### src/rtl/irqc_pkg.sv
package irqc_pkg;
    localparam int PRIO_W = 2;
    localparam int NLVL   = 4;
    localparam int ADR_CTRL  = 0;
    localparam int ADR_VECT  = 1;
    localparam int ADR_LACK  = 2;
    localparam int ADR_VBASE = 3;
    localparam int ADR_SRC0  = 4;

    typedef logic [PRIO_W-1:0] prio_t;

    // per-source configuration nibble
    typedef struct packed {
        logic  force_req;
        logic  enable;
        prio_t prio;
    } src_cfg_t;

    typedef enum logic [0:0] {
        ST_IDLE   = 1'b0,
        ST_SIGNAL = 1'b1
    } irq_state_e;
endpackage

### src/rtl/irqc_src_bank.sv
module irqc_src_bank
    import irqc_pkg::*;
#(
    parameter int N_SRC = 8,
    parameter int NREG  = N_SRC / 4,
    parameter int SEL_W = (NREG > 1) ? $clog2(NREG) : 1
) (
    input  logic                 clk_i,
    input  logic                 rst_ni,
    input  logic                 cfg_wr_i,
    input  logic [SEL_W-1:0]     cfg_sel_i,
    input  src_cfg_t [3:0]       cfg_wdata_i,
    input  logic [N_SRC-1:0]     line_i,
    output src_cfg_t [N_SRC-1:0] cfg_o,
    output logic [N_SRC-1:0]     req_o,
    output prio_t [N_SRC-1:0]    prio_o
);
    src_cfg_t [N_SRC-1:0] cfg_q;

    for (genvar s = 0; s < N_SRC; s++) begin : g_src
        localparam int REG  = s / 4;
        localparam int LANE = s % 4;

        always_ff @(posedge clk_i or negedge rst_ni) begin
            if (!rst_ni) begin
                cfg_q[s] <= '0;
            end else if (cfg_wr_i && (cfg_sel_i == SEL_W'(REG))) begin
                cfg_q[s] <= cfg_wdata_i[LANE];
            end
        end

        // forced requests count as pending even with a quiet line
        assign req_o[s]  = cfg_q[s].enable & (line_i[s] | cfg_q[s].force_req);
        assign prio_o[s] = cfg_q[s].prio;
    end

    assign cfg_o = cfg_q;
endmodule

### src/rtl/irqc_level_track.sv
module irqc_level_track
    import irqc_pkg::*;
(
    input  logic            clk_i,
    input  logic            rst_ni,
    input  logic            claim_i,
    input  prio_t           claim_lvl_i,
    input  logic            retire_i,
    input  logic [NLVL-1:0] retire_mask_i,
    output logic [NLVL-1:0] isv_o,
    output logic            busy_o,
    output prio_t           top_lvl_o
);
    logic [NLVL-1:0] isv_q;
    logic [NLVL-1:0] set_mask;
    logic [NLVL-1:0] clr_mask;

    always_comb begin
        set_mask = '0;
        if (claim_i) set_mask[claim_lvl_i] = 1'b1;
        clr_mask = retire_i ? retire_mask_i : '0;
    end

    always_ff @(posedge clk_i or negedge rst_ni) begin
        if (!rst_ni) isv_q <= '0;
        else         isv_q <= (isv_q & ~clr_mask) | set_mask;
    end

    // highest in-service level
    always_comb begin
        top_lvl_o = '0;
        for (int l = 0; l < NLVL; l++) begin
            if (isv_q[l]) top_lvl_o = prio_t'(l);
        end
    end

    assign busy_o = |isv_q;
    assign isv_o  = isv_q;
endmodule

### src/rtl/irqc_arbiter.sv
module irqc_arbiter
    import irqc_pkg::*;
#(
    parameter int N_SRC = 8,
    parameter int IDX_W = (N_SRC > 1) ? $clog2(N_SRC) : 1
) (
    input  logic [N_SRC-1:0]  req_i,
    input  prio_t [N_SRC-1:0] prio_i,
    input  logic              busy_i,
    input  prio_t             top_lvl_i,
    output logic              any_o,
    output logic [IDX_W-1:0]  win_idx_o,
    output prio_t             win_prio_o
);
    logic [N_SRC-1:0] elig;

    for (genvar s = 0; s < N_SRC; s++) begin : g_elig
        assign elig[s] = req_i[s] & (!busy_i || (prio_i[s] > top_lvl_i));
    end

    // ascending scan with strict compare keeps the lowest index on ties
    always_comb begin
        any_o      = 1'b0;
        win_idx_o  = '0;
        win_prio_o = '0;
        for (int s = 0; s < N_SRC; s++) begin
            if (elig[s] && (!any_o || (prio_i[s] > win_prio_o))) begin
                any_o      = 1'b1;
                win_idx_o  = IDX_W'(s);
                win_prio_o = prio_i[s];
            end
        end
    end
endmodule

### src/rtl/irq_nest_ctrl.sv
module irq_nest_ctrl
    import irqc_pkg::*;
#(
    parameter int N_SRC  = 8,
    parameter int ADDR_W = 4
) (
    input  logic              clk_i,
    input  logic              rst_ni,
    input  logic              reg_wr_i,
    input  logic              reg_rd_i,
    input  logic [ADDR_W-1:0] reg_addr_i,
    input  logic [31:0]       reg_wdata_i,
    output logic [31:0]       reg_rdata_o,
    input  logic [N_SRC-1:0]  src_line_i,
    output logic              irq_o
);
    localparam int NREG  = N_SRC / 4;
    localparam int SEL_W = (NREG > 1) ? $clog2(NREG) : 1;
    localparam int IDX_W = (N_SRC > 1) ? $clog2(N_SRC) : 1;

    // register decode
    logic hit_ctrl, hit_vect, hit_lack, hit_vbase, hit_src;
    logic [SEL_W-1:0] src_sel;

    always_comb begin
        hit_ctrl  = (reg_addr_i == ADDR_W'(ADR_CTRL));
        hit_vect  = (reg_addr_i == ADDR_W'(ADR_VECT));
        hit_lack  = (reg_addr_i == ADDR_W'(ADR_LACK));
        hit_vbase = (reg_addr_i == ADDR_W'(ADR_VBASE));
        hit_src   = (reg_addr_i >= ADDR_W'(ADR_SRC0)) &&
                    (reg_addr_i <  ADDR_W'(ADR_SRC0 + NREG));
        src_sel   = SEL_W'(reg_addr_i - ADDR_W'(ADR_SRC0));
    end

    // control and base registers
    logic        rse_q;
    logic        final_q;
    logic [31:0] vbase_q;

    always_ff @(posedge clk_i or negedge rst_ni) begin
        if (!rst_ni) begin
            rse_q   <= 1'b0;
            final_q <= 1'b0;
            vbase_q <= '0;
        end else if (reg_wr_i) begin
            if (hit_ctrl) begin
                rse_q   <= reg_wdata_i[0];
                final_q <= reg_wdata_i[1];
            end
            if (hit_vbase) vbase_q <= reg_wdata_i;
        end
    end

    // source bank
    src_cfg_t [3:0]       cfg_wdata;
    src_cfg_t [N_SRC-1:0] cfg;
    logic [N_SRC-1:0]     req;
    prio_t [N_SRC-1:0]    prio;

    for (genvar b = 0; b < 4; b++) begin : g_lane
        assign cfg_wdata[b] = src_cfg_t'(reg_wdata_i[8*b +: 4]);
    end

    irqc_src_bank #(.N_SRC(N_SRC), .NREG(NREG), .SEL_W(SEL_W)) u_bank (
        .clk_i       (clk_i),
        .rst_ni      (rst_ni),
        .cfg_wr_i    (reg_wr_i && hit_src),
        .cfg_sel_i   (src_sel),
        .cfg_wdata_i (cfg_wdata),
        .line_i      (src_line_i),
        .cfg_o       (cfg),
        .req_o       (req),
        .prio_o      (prio)
    );

    // nesting state
    logic             claim;
    logic             retire;
    logic [NLVL-1:0]  isv;
    logic             busy;
    prio_t            top_lvl;
    logic             any_elig;
    logic [IDX_W-1:0] win_idx;
    prio_t            win_prio;

    assign claim  = reg_rd_i && hit_vect && rse_q && any_elig;
    assign retire = reg_wr_i && hit_lack;

    irqc_level_track u_lvl (
        .clk_i         (clk_i),
        .rst_ni        (rst_ni),
        .claim_i       (claim),
        .claim_lvl_i   (win_prio),
        .retire_i      (retire),
        .retire_mask_i (reg_wdata_i[NLVL-1:0]),
        .isv_o         (isv),
        .busy_o        (busy),
        .top_lvl_o     (top_lvl)
    );

    irqc_arbiter #(.N_SRC(N_SRC), .IDX_W(IDX_W)) u_arb (
        .req_i      (req),
        .prio_i     (prio),
        .busy_i     (busy),
        .top_lvl_i  (top_lvl),
        .any_o      (any_elig),
        .win_idx_o  (win_idx),
        .win_prio_o (win_prio)
    );

    // read path
    logic [NREG-1:0][31:0] src_words;
    logic [31:0]           vec_value;
    logic [31:0]           rd_mux;
    logic [31:0]           rdata_q;

    for (genvar r = 0; r < NREG; r++) begin : g_word
        for (genvar b = 0; b < 4; b++) begin : g_byte
            assign src_words[r][8*b +: 8] = {4'b0000, cfg[4*r + b]};
        end
    end

    assign vec_value = any_elig ? (vbase_q + 32'({win_idx, 2'b00})) : vbase_q;

    always_comb begin
        rd_mux = '0;
        if (hit_ctrl)  rd_mux = {30'd0, final_q, rse_q};
        if (hit_vect)  rd_mux = vec_value;
        if (hit_vbase) rd_mux = vbase_q;
        if (hit_src)   rd_mux = src_words[src_sel];
    end

    always_ff @(posedge clk_i or negedge rst_ni) begin
        if (!rst_ni)       rdata_q <= '0;
        else if (reg_rd_i) rdata_q <= rd_mux;
    end

    assign reg_rdata_o = rdata_q;

    // IRQ controller
    irq_state_e state_q, state_d;

    always_ff @(posedge clk_i or negedge rst_ni) begin
        if (!rst_ni) state_q <= ST_IDLE;
        else         state_q <= state_d;
    end

    always_comb begin
        state_d = state_q;
        unique case (state_q)
            ST_IDLE:   if (any_elig && final_q && !claim && !retire) state_d = ST_SIGNAL;
            ST_SIGNAL: if (!any_elig || !final_q || claim || retire) state_d = ST_IDLE;
            default:   state_d = ST_IDLE;
        endcase
    end

    always_comb begin
        irq_o = (state_q == ST_SIGNAL);
    end
endmodule

### config.mk
export PLATFORM = sky130hd
export DESIGN_NAME = irq_nest_ctrl
export DESIGN_NICKNAME = d
export VERILOG_FILES = /design/src/rtl/irqc_pkg.sv /design/src/rtl/irqc_src_bank.sv /design/src/rtl/irqc_level_track.sv /design/src/rtl/irqc_arbiter.sv /design/src/rtl/irq_nest_ctrl.sv
export SDC_FILE = /design/constraint.sdc
export NUM_CORES = 1
export LEC_CHECK = 0
export BUFFER_PORTS_ARGS = -buffer_cell sky130_fd_sc_hd__buf_2
export CAP_MARGIN = 20
export CORE_AREA = 4 4 160 100
export CTS_BUF_LIST = sky130_fd_sc_hd__clkbuf_4
export CTS_CLUSTER_DIAMETER = 100
export DETAILED_ROUTE_END_ITERATION = 7
export DIE_AREA = 0 0 164 104
export SYNTH_ARGS = -nofsm -noshare
export SYNTH_HDL_FRONTEND = slang
export SYNTH_SLANG_ARGS = --single-unit
### constraint.sdc
create_clock -name clk_i -period 13 [get_ports clk_i]
set_clock_uncertainty 0.2 [all_clocks]
set_input_delay 3.25 -clock clk_i [delete_from_list [all_inputs] [get_ports clk_i]]
set_output_delay 3.25 -clock clk_i [all_outputs]
set_load 0.02 [all_outputs]
# Word level (Yosys, flattened, before mapping)
# Index checks and enable logic that the tools add are counted.
[op_classes]
addsub = 2
n_mul = 0
div = 0
n_lt_le_gt_ge = 20
n_eq_ne = 3
n_shift = 0
mux = 40
bitwise_logic = 29
n_reduce_logical = 53
[ops]
columns = ["operator", "n"]
rows = [
  ["$mux 32", 5],
  ["$add 32x5->32", 1],
  ["$gt 2x2->1", 15],
  ["$mux 28", 1],
  ["$mux 2", 13],
  ["$logic_and 1x1->1", 19],
  ["$logic_or 1x1->1", 18],
  ["$and 1x1->1", 16],
  ["$mux 1", 13],
  ["$logic_not 1->1", 12],
  ["$mux 3", 4],
  ["$eq 4x2->1 const B", 2],
  ["$mux 4", 2],
  ["$or 1x1->1", 8],
  ["$and 4x4->4", 1],
  ["$eq 4x1->1 const B", 1],
  ["$ge 4x3->1 const B", 1],
  ["$logic_not 4->1", 1],
  ["$lt 4x3->1 const B", 1],
  ["$not 4->4", 1],
  ["$or 4x4->4", 1],
  ["$reduce_and 2->1", 2],
  ["$reduce_or 4->1", 1],
  ["$lt 2x3->1 const B", 1],
  ["other kinds (6)", 7],
]
[word_totals]
register_bits = 103
latch_bits = 0
ram_bits = 0
romBits = 0
input_bits = 48
output_inout_bits = 33
word_cells = 177
n_memories = 0

# Depth between registers and ports, before layout
# Gate-level depths: netlist of run 1.
[logic_depth]
word_depth = 41
ltp_mapped = 61
ltp_nobuf = 59

# Cells and area by module
# From an unflattened synthesis of run 1, not the netlist that was laid out.
[unflattened]
hier_cells = 662
area_unflattened_um2 = 6799.0
[by_module_without_submodules]
columns = ["module", "n_inst", "cells_per_inst", "area_each_um2", "seq_area_each_um2"]
rows = [
  ["irq_nest_ctrl", 1, 394, 4012.6, 1676.6],
  ["irqc_src_bank", 1, 93, 1432.6, 800.8],
  ["irqc_arbiter", 1, 156, 1166.1, 0.0],
  ["irqc_level_track", 1, 19, 187.7, 100.1],
]

# Worst setup path before layout of run 1
# No wires, ideal clock.
[synth_path]
path_kind = "input -> register"
startpoint = "in src_line_i[0]"
endpoint = "reg rdata_q[24], in the netlist reg_rdata_o[24]"
setup_ps = 119
t_arrival_ps = 13152
required_time_ps = 12681
slack_ps = -471
path_stages = 55
path_buffers = 1
cell_sequence = "o21a_4 o211a_1 ha_1 nand2_1 o21ai_0 o211a_1 o32a_1 ha_1 nor2b_1 o21ai_1 and3_1 a211o_1 mux2_2 ha_1 nor2b_1 o21ai_0 a21boi_1 nand2_1 [... 19 more ...] o21ai_1 and2_1 a311oi_1 or2_2 ha_1 nor2b_1 o21ai_0 a221oi_4 or2_2 ha_1 fa_1 a21oi_1 nor2_1 o311ai_1 or2_2 xor2_1 o221ai_1 o21a_1"
[synth_between]
elab_chain_len = 37
elab_cells_between_ends = 58
classes_between = "add/sub: 1; order compare: 7; mux: 26; bitwise: 3; reduce/logical: 21"
[synth_rtl]
columns = ["item", "line", "text"]
rows = [
  ["from (decl)", "irq_nest_ctrl.sv:14", "input logic [N_SRC-1:0] src_line_i,"],
  ["$or 1x1->1 (*)", "irqc_src_bank.sv:33", "assign req_o[s] = cfg_q[s].enable & (line_i[s] | cfg_q[s].force_req);"],
  ["$and 1x1->1 (*)", "irqc_src_bank.sv:33", ""],
  ["$and 1x1->1 (*)", "irqc_arbiter.sv:18", "assign elig[s] = req_i[s] & (!busy_i || (prio_i[s] > top_lvl_i));"],
  ["$mux 2 / $mux 1 (equally long branches)", "irqc_arbiter.sv:27", "if (elig[s] && (!any_o || (prio_i[s] > win_prio_o))) begin"],
  ["$gt 2x2->1 / $logic_not 1->1 (equally long branches)", "irqc_arbiter.sv:27", ""],
  ["$logic_or 1x1->1", "irqc_arbiter.sv:27", ""],
  ["$logic_and 1x1->1", "irqc_arbiter.sv:27", ""],
  ["$mux 2 / $mux 1 (equally long branches)", "irqc_arbiter.sv:27", ""],
  ["[... 21 more ...]", "--", ""],
  ["$logic_or 1x1->1", "irqc_arbiter.sv:27", ""],
  ["$logic_and 1x1->1", "irqc_arbiter.sv:27", ""],
  ["$mux 3", "irqc_arbiter.sv:27", ""],
  ["$add 32x5->32", "irq_nest_ctrl.sv:123", "assign vec_value = any_elig ? (vbase_q + 32'({win_idx, 2'b00})) : vbase_q;"],
  ["$mux 32 (*)", "irq_nest_ctrl.sv:123", ""],
  ["$mux 32 (*)", "irq_nest_ctrl.sv:128", "if (hit_vect) rd_mux = vec_value;"],
  ["$mux 32 (*)", "irq_nest_ctrl.sv:129", "if (hit_vbase) rd_mux = vbase_q;"],
  ["$mux 32 (*)", "irq_nest_ctrl.sv:130", "if (hit_src) rd_mux = src_words[src_sel];"],
  ["to (signal assigned)", "irq_nest_ctrl.sv:135", "else if (reg_rd_i) rdata_q <= rd_mux;"],
  ["to (decl)", "irq_nest_ctrl.sv:115", "logic [31:0] rdata_q;"],
]
# Mark *: on every way between the ends. The rest lies on a longest branch, timed or not.
# A chain may end at the register's enable or synchronous reset.

# Final worst setup path of run 1
[layout_path]
startpoint = "in src_line_i[0]"
endpoint = "reg rdata_q[31], in the netlist reg_rdata_o[31]"
# Same word-level chain as after synthesis.

==> impl_table.tex, run 1 <==
\begin{tabular}{lr}
\hline
Metric & Value \\
\hline
\multicolumn{2}{l}{\textbf{Run}} \\
Max-capacitance violation count & 0 \\
\multicolumn{2}{l}{\textbf{Cells and area}} \\
Most frequent cells in the layout & sky130\_fd\_sc\_hd\_\_dfrtp\_1 (103), sky130\_fd\_sc\_hd\_\_buf\_2 (79), sky130\_fd\_sc\_hd\_\_mux2\_2 (58), sky130\_fd\_sc\_hd\_\_nand2\_1 (54), sky130\_fd\_sc\_hd\_\_buf\_4 (52) \\
Number of fill cells in the layout & 1336 \\
Commonest non-fill, non-tap cell in the layout & sky130\_fd\_sc\_hd\_\_dfrtp\_1 \\
Net count of the finished layout & 799 \\
Diodes inserted & 0 \\
Layout cells sized above 1 & 36.6\% \\
Relative area change from synthesis to final layout & 22.2\% \\
Final instance count without filler cells & 920 \\
\multicolumn{2}{l}{\textbf{Power}} \\
PwrDens & 233 nW/um\^{}2 \\
Leakage power summed over all cells & 3.39 nW \\
Worst-case vdd ir drop & 100 uV \\
\multicolumn{2}{l}{\textbf{Detailed routing}} \\
Via count normalized by instance count & 5.60 \\
DRC marker count from the first detailed-route iteration & 297 \\
Total via count after detailed routing & 5156 \\
Post-DRT Antenna Nets & 0 \\
Number of iterations in the first detailed-routing pass & 5 \\
Detailed-route wire length per cell & 19.7 um \\
DRC Markers & 0 \\
Wire length after detailed routing & 18100 um \\
\multicolumn{2}{l}{\textbf{Logic synthesis}} \\
Share of flip-flops with an asynchronous set or reset after synthesis & 100\% \\
Nets in the synthesized netlist & 675 \\
Area of the mapped netlist & 6170 um\^{}2 \\
Main flop type after synthesis & sky130\_fd\_sc\_hd\_\_dfrtp\_1 \\
Cell type with the largest total area after synthesis & sky130\_fd\_sc\_hd\_\_dfrtp\_1 \\
Share of the synthesized area in the top cell type & 41.8\% \\
Cell count after synthesis & 593 \\
Avg Inst Size Synth & 10.4 um\^{}2 \\
Top area cells in the synthesized netlist & sky130\_fd\_sc\_hd\_\_dfrtp\_1 (42\%), sky130\_fd\_sc\_hd\_\_mux2\_2 (11\%), sky130\_fd\_sc\_hd\_\_ha\_1 (6.7\%), sky130\_fd\_sc\_hd\_\_mux2i\_1 (3.7\%), sky130\_fd\_sc\_hd\_\_nand2\_1 (3.3\%) \\
Count of different cell masters after synthesis & 69 \\
Post-synth EDFFs & 0 \\
Synthesized flop and latch total & 103 \\
Number of warnings printed during yosys synthesis & 0 \\
Share of the yosys chip area belonging to registers & 41.8\% \\
\multicolumn{2}{l}{\textbf{Critical path}} \\
Required @ worst endpoint & 13180 ps \\
Most used cell along the critical path & sky130\_fd\_sc\_hd\_\_o21ai\_1 \\
Critical path's largest stage delay & 330 ps \\
Worst-path maximum fanout & 7 \\
Critical path endpoint category & register \\
Critical path launch point type & input port \\
Arr. time, crit path & 12800 ps \\
Startpoint-to-endpoint class of the critical path & input port to register \\
Critical-path cell with the highest stage delay & sky130\_fd\_sc\_hd\_\_mux2\_4 \\
\multicolumn{2}{l}{\textbf{Die}} \\
Overall die height & 104 um \\
Io pins & 81 \\
Area of the placeable core & 14400 um\^{}2 \\
Die width & 164 um \\
Full die area & 17100 um\^{}2 \\
Starting density of the core & 42.9\% \\
Placement Rows & 34 \\
\multicolumn{2}{l}{\textbf{STA}} \\
Total negative slack for setup checks & 0 ps \\
Worst slew margin & 50.2\% \\
Max Fclk & 79.2 MHz \\
Period utilization & 97.1\% \\
Slew @ Worst Pin & 741 ps \\
Finish-stage setup viols & 0 \\
Max Slew Vio Count & 0 \\
Final critical delay including setup and external delays & 12620 ps \\
Final hold violations & 0 \\
\multicolumn{2}{l}{\textbf{GRT}} \\
Vias in the first global route & 5096 \\
GR Util All Layers & 21.3\% \\
Global-route wire length before repair & 28300 um \\
Initial antenna violation count & 0 \\
Maximum number of pins on one net before global-route repair & 79 \\
Grt total ovfl & 0 \\
\multicolumn{2}{l}{\textbf{Clock tree}} \\
CTS tree & done \\
Cts bufs inserted & 9 \\
Max clock buf depth & 2 \\
Hold\_buf cts & 0 \\
TritonCTS sink count & 103 \\
Clock-pin slew on the worst setup and hold paths & 170 ps \\
Cell chosen for the clock root & sky130\_fd\_sc\_hd\_\_clkbuf\_4 \\
Number of H-tree levels & 3 \\
Clock latency at the later pin of the worst-skew pair & 480 ps \\
\multicolumn{2}{l}{\textbf{Place}} \\
Port buffer count & 80 \\
Half-perimeter wire length after placement & 13800 um \\
Dpl cells & 893 \\
RD Place Congestion & 0.964 \\
\multicolumn{2}{l}{\textbf{Min path}} \\
Classification of the worst-slack hold path & register to register \\
\multicolumn{2}{l}{\textbf{Outcome}} \\
Status & completed \\
\hline
\end{tabular}
==> routing by layer <==
layer / vias up / routed length, um / GRT usage (%)
met5: - / 0 / 0
met1: 2569 / 9380 / 34.1
met4: 0 / 171 / 3.59
met2: 144 / 7470 / 29.6
li1: 2426 / - / -
met3: 17 / 1120 / 4.51
==> worst max-delay path: cells and delay by family <==
kind | cells | cell delay [ps]
mux | 2 | 540
buf+inv | 4 | 520
compound gates | 23 | 3440
fa+ha+maj | 8 | 1950
xor+xnor | 1 | 140
simple gates | 19 | 2930
==> cell families (layout without fill, tap and decap cells) <==
group                    Yosys count  after routing  synth area share (%)
AND/OR/NAND/NOR                  160            160                  13.5
AO/OA/AOI/OAI                    133            133                  15.9
flip-flops                       103            103                  41.8
buffers and inverters             52            181                  3.18
multiplexers                      83             83                  14.7
XOR/XNOR                          28             28                  3.97
adder cells (fa/ha/maj)           34             34                  7.02
==> metrics by stage <==
stage | hold slack [ps] | power, mW | instance area (um^2) | utilization, % | setup WS (ps)
after floorplan | 281 | 1.09 | 6210 | - | 18.4
after global placement | 260 | 1.42 | 7100 | 49.4 | -220
after detailed placement | 263 | 1.45 | 7100 | 49.4 | -531
after CTS | 307 | 1.62 | 7240 | 50.4 | 17.9
after global routing | 325 | 1.89 | 7540 | 52.4 | -92.9
final | 306 | 1.75 | 7540 | 52.4 | 379
==> final timing paths <==
path,start,end,slack [ps],depth (start not counted)
max,src_line_i[0],reg_rdata_o[31],380,57
min in group asynchronous,rst_ni,reg_rdata_o[0],2440,1
max in group asynchronous,rst_ni,u_bank.cfg_o[25],9220,3
min reg2reg,reg_rdata_o[11],reg_rdata_o[11],310,1
max reg2reg,u_lvl.isv_o[2],reg_rdata_o[31],1880,60
min,reg_rdata_o[11],reg_rdata_o[11],310,1
==> state kept, by name, summed over array words and instances, names as in the netlist <==
name          count
reg_rdata_o      32
irq_o             1
u_lvl.isv_o       4
u_bank.cfg_o     32
vbase_q          32
final_q           1
rse_q             1
==> Yosys cell counts, types with 6 or more instances <==
| cell | count |
|---|---|
| sky130_fd_sc_hd__a21oi_1 | 8 |
| sky130_fd_sc_hd__clkbuf_1 | 18 |
| sky130_fd_sc_hd__dfrtp_1 | 103 |
| sky130_fd_sc_hd__ha_1 | 33 |
| sky130_fd_sc_hd__inv_1 | 31 |
| sky130_fd_sc_hd__mux2_2 | 59 |
| sky130_fd_sc_hd__mux2i_1 | 23 |
| sky130_fd_sc_hd__nand2_1 | 55 |
| sky130_fd_sc_hd__nand3_1 | 6 |
| sky130_fd_sc_hd__nand4_1 | 13 |
| sky130_fd_sc_hd__nor2_1 | 24 |
| sky130_fd_sc_hd__nor2b_1 | 18 |
| sky130_fd_sc_hd__nor3_1 | 6 |
| sky130_fd_sc_hd__nor4_1 | 7 |
| sky130_fd_sc_hd__o21a_1 | 14 |
| sky130_fd_sc_hd__o21ai_0 | 32 |
| sky130_fd_sc_hd__o221ai_1 | 12 |
| sky130_fd_sc_hd__o22ai_1 | 15 |
| sky130_fd_sc_hd__xnor2_1 | 16 |
| sky130_fd_sc_hd__xor2_1 | 12 |
==> repair_timing <==
action	4_1_cts	5_1_grt
setup buffers	0	9
resized for setup	3	35
pin swaps	1	29
endpoints found under the setup margin	4	29
==> where the power goes <==
part           internal, mW  switching, mW
Clock                0.0419          0.118
Combinational         0.544          0.594
Sequential            0.382         0.0736
Total                 0.968          0.785
==> layout make-up <==
| cell class | count | area (um^2) | area share (%) |
|---|---|---|---|
| Clock buffer | 9 | 67.6 | 0.896 |
| Clock inverter | 7 | 56.3 | 0.747 |
| Inverter | 31 | 116 | 1.54 |
| Multi-Input combinational cell | 438 | 3630 | 48.2 |
| Sequential cell | 103 | 2580 | 34.2 |
| Tap cell | 198 | 248 | 3.29 |
| Timing Repair Buffer | 134 | 840 | 11.1 |
No activity file was read; power rests on OpenSTA's default activity.
==> run 2: changes to the inputs <==
==> constraint.sdc (replaced) <==
create_clock -name clk_i -period 10.2 [get_ports clk_i]
set_clock_uncertainty 0.2 [all_clocks]
set_input_delay 2.55 -clock clk_i [delete_from_list [all_inputs] [get_ports clk_i]]
set_output_delay 2.55 -clock clk_i [all_outputs]
set_load 0.02 [all_outputs]
==> run 2 against run 1 <==
Effect of this change: the run now ends with negative setup slack left; hold slack got worse by 4.7 ps; power rose by 49%; core utilization increased by 4.4 points; non-clock buffer count grew 47; via count is 3.4% higher; die area is the same; global-route usage increased by 0.80 points; final cell count grew 5.1%; routed wire length grew 4.1%; critical path type unchanged; largest cell class unchanged.
==> impl_table.tex, run 2 (synthesis results as in run 1) <==
\begin{tabular}{lr}
\hline
Metric & Value \\
\hline
\multicolumn{2}{l}{\textbf{Outcome}} \\
Status & complete, but fails checks \\
Violated checks & negative setup slack \\
\multicolumn{2}{l}{\textbf{Clock tree}} \\
Clock latency at the later pin of the worst-skew pair & 480 ps \\
Cts bufs inserted & 9 \\
Clock-pin slew on the worst setup and hold paths & 160 ps \\
TritonCTS sink count & 103 \\
Hold\_buf cts & 0 \\
Max clock buf depth & 2 \\
Cell chosen for the clock root & sky130\_fd\_sc\_hd\_\_clkbuf\_4 \\
CTS tree & done \\
Number of H-tree levels & 3 \\
\multicolumn{2}{l}{\textbf{STA}} \\
RSZ-0062 raised after global routing & true \\
Worst slew margin & 34.2\% \\
Max Slew Vio Count & 0 \\
Period utilization & 115\% \\
Slew @ Worst Pin & 985 ps \\
Final hold violations & 0 \\
Fin Hold WS & 301 ps \\
Max Fclk & 85.2 MHz \\
Finish-stage setup viols & 34 \\
Final critical delay including setup and external delays & 11730 ps \\
Final WS setup & -1530 ps \\
\multicolumn{2}{l}{\textbf{GRT}} \\
GR Util All Layers & 22.1\% \\
Vias in the first global route & 5442 \\
Maximum number of pins on one net before global-route repair & 78 \\
Initial antenna violation count & 0 \\
Global-route wire length before repair & 30000 um \\
Grt total ovfl & 0 \\
\multicolumn{2}{l}{\textbf{Detailed routing}} \\
Wire length after detailed routing & 18900 um \\
DRC marker count from the first detailed-route iteration & 403 \\
Via count normalized by instance count & 5.51 \\
Number of iterations in the first detailed-routing pass & 4 \\
DRC Markers & 0 \\
Detailed-route wire length per cell & 19.5 um \\
Total via count after detailed routing & 5332 \\
Post-DRT Antenna Nets & 0 \\
\multicolumn{2}{l}{\textbf{Die}} \\
Die width & 164 um \\
Placement Rows & 34 \\
Io pins & 81 \\
Starting density of the core & 42.9\% \\
Area of the placeable core & 14400 um\^{}2 \\
Overall die height & 104 um \\
Full die area & 17100 um\^{}2 \\
\multicolumn{2}{l}{\textbf{Critical path}} \\
Bufs and invs on worst path & 5 \\
Critical path endpoint category & register \\
Critical-path cell with the highest stage delay & sky130\_fd\_sc\_hd\_\_mux2\_4 \\
Critical path's largest stage delay & 330 ps \\
Largest delay share family, worst path & compound AO/OA/AOI/OAI gates \\
Critical path launch point type & input port \\
Required @ worst endpoint & 10330 ps \\
Startpoint-to-endpoint class of the critical path & input port to register \\
Arr. time, crit path & 11860 ps \\
Worst-path maximum fanout & 6 \\
\multicolumn{2}{l}{\textbf{Cells and area}} \\
Net count of the finished layout & 846 \\
Most frequent cells in the layout & sky130\_fd\_sc\_hd\_\_dfrtp\_1 (103), sky130\_fd\_sc\_hd\_\_buf\_4 (94), sky130\_fd\_sc\_hd\_\_buf\_2 (78), sky130\_fd\_sc\_hd\_\_mux2\_2 (58), sky130\_fd\_sc\_hd\_\_nand2\_1 (49) \\
Relative area change from synthesis to final layout & 32.5\% \\
Number of fill cells in the layout & 1276 \\
Layout cells sized above 1 & 44.7\% \\
Commonest non-fill, non-tap cell in the layout & sky130\_fd\_sc\_hd\_\_dfrtp\_1 \\
Diodes inserted & 0 \\
Cell area after layout & 8180 um\^{}2 \\
Area of all sequential standard cells & 2580 um\^{}2 \\
Area of the multi-input gates & 3900 um\^{}2 \\
Final instance count without filler cells & 967 \\
\multicolumn{2}{l}{\textbf{Place}} \\
RD Place Congestion & 0.988 \\
Half-perimeter wire length after placement & 13900 um \\
Dpl cells & 916 \\
Pre-CTS WS & -2250 ps \\
Post-Place Cell Area & 7410 um\^{}2 \\
Port buffer count & 80 \\
\multicolumn{2}{l}{\textbf{Power}} \\
PwrDens & 320 nW/um\^{}2 \\
Design Power & 2.62 mW \\
Leakage power summed over all cells & 3.69 nW \\
Worst-case vdd ir drop & 159 uV \\
\multicolumn{2}{l}{\textbf{Run}} \\
Max-capacitance violation count & 0 \\
\multicolumn{2}{l}{\textbf{Min path}} \\
Classification of the worst-slack hold path & register to register \\
\hline
\end{tabular}
## run 2: worst paths after layout
kind / slack (ps) / to / cells past startpoint / startpoint
setup / recovery: -1530 / reg_rdata_o[21] / 57 / src_line_i[0]
hold / removal: 300 / reg_rdata_o[2] / 1 / reg_rdata_o[2]
setup reg to reg: -460 / reg_rdata_o[21] / 59 / u_lvl.isv_o[3]
hold reg to reg: 300 / reg_rdata_o[2] / 1 / reg_rdata_o[2]
max in group asynchronous: 7150 / u_bank.cfg_o[24] / 3 / rst_ni
min in group asynchronous: 1760 / u_bank.cfg_o[16] / 1 / rst_ni
## run 2: metal layers
metal	vias up	global-route usage (%)	part of all wire (%)
met4	0	3.65	1.0
met1	2660	34.3	51
met3	19	4.63	5.4
li1	2517	-	-
met5	-	0	0
met2	136	32.0	43
## run 2: layout make-up
type                    count  share of cell area, %
clock buffers               9                  0.826
multi-input cells         438                   47.7
clock inverters             7                  0.658
inverters                  31                   1.42
repair buffers            181                   14.9
well taps                 198                   3.03
flip-flops and latches    103                   31.5
## run 2: per-stage QoR
step	setup TNS, ps	util (%)
3_3_place_gp	-48680	51.5
2_1_floorplan	-47930	-
5_1_grt	-59610	56.9
6_report	-43680	56.9
3_5_place_dp	-63460	51.5
4_1_cts	-37960	55.1
## run 2: repair_timing
action / in CTS / in global routing
setup buffers: 39 / 8
pin swaps: 34 / 16
gates resized for setup: 43 / 31
setup endpoints to repair: 34 / 34
cloned: 0 / 0
## run 2: report_power, final
group | switching [mW] | leakage (nW) | internal (mW)
logic | 0.888 | 2.32 | 0.940
registers | 0.0926 | 1.30 | 0.487
clock network | 0.155 | 0.0683 | 0.0537
total | 1.14 | 3.69 | 1.48
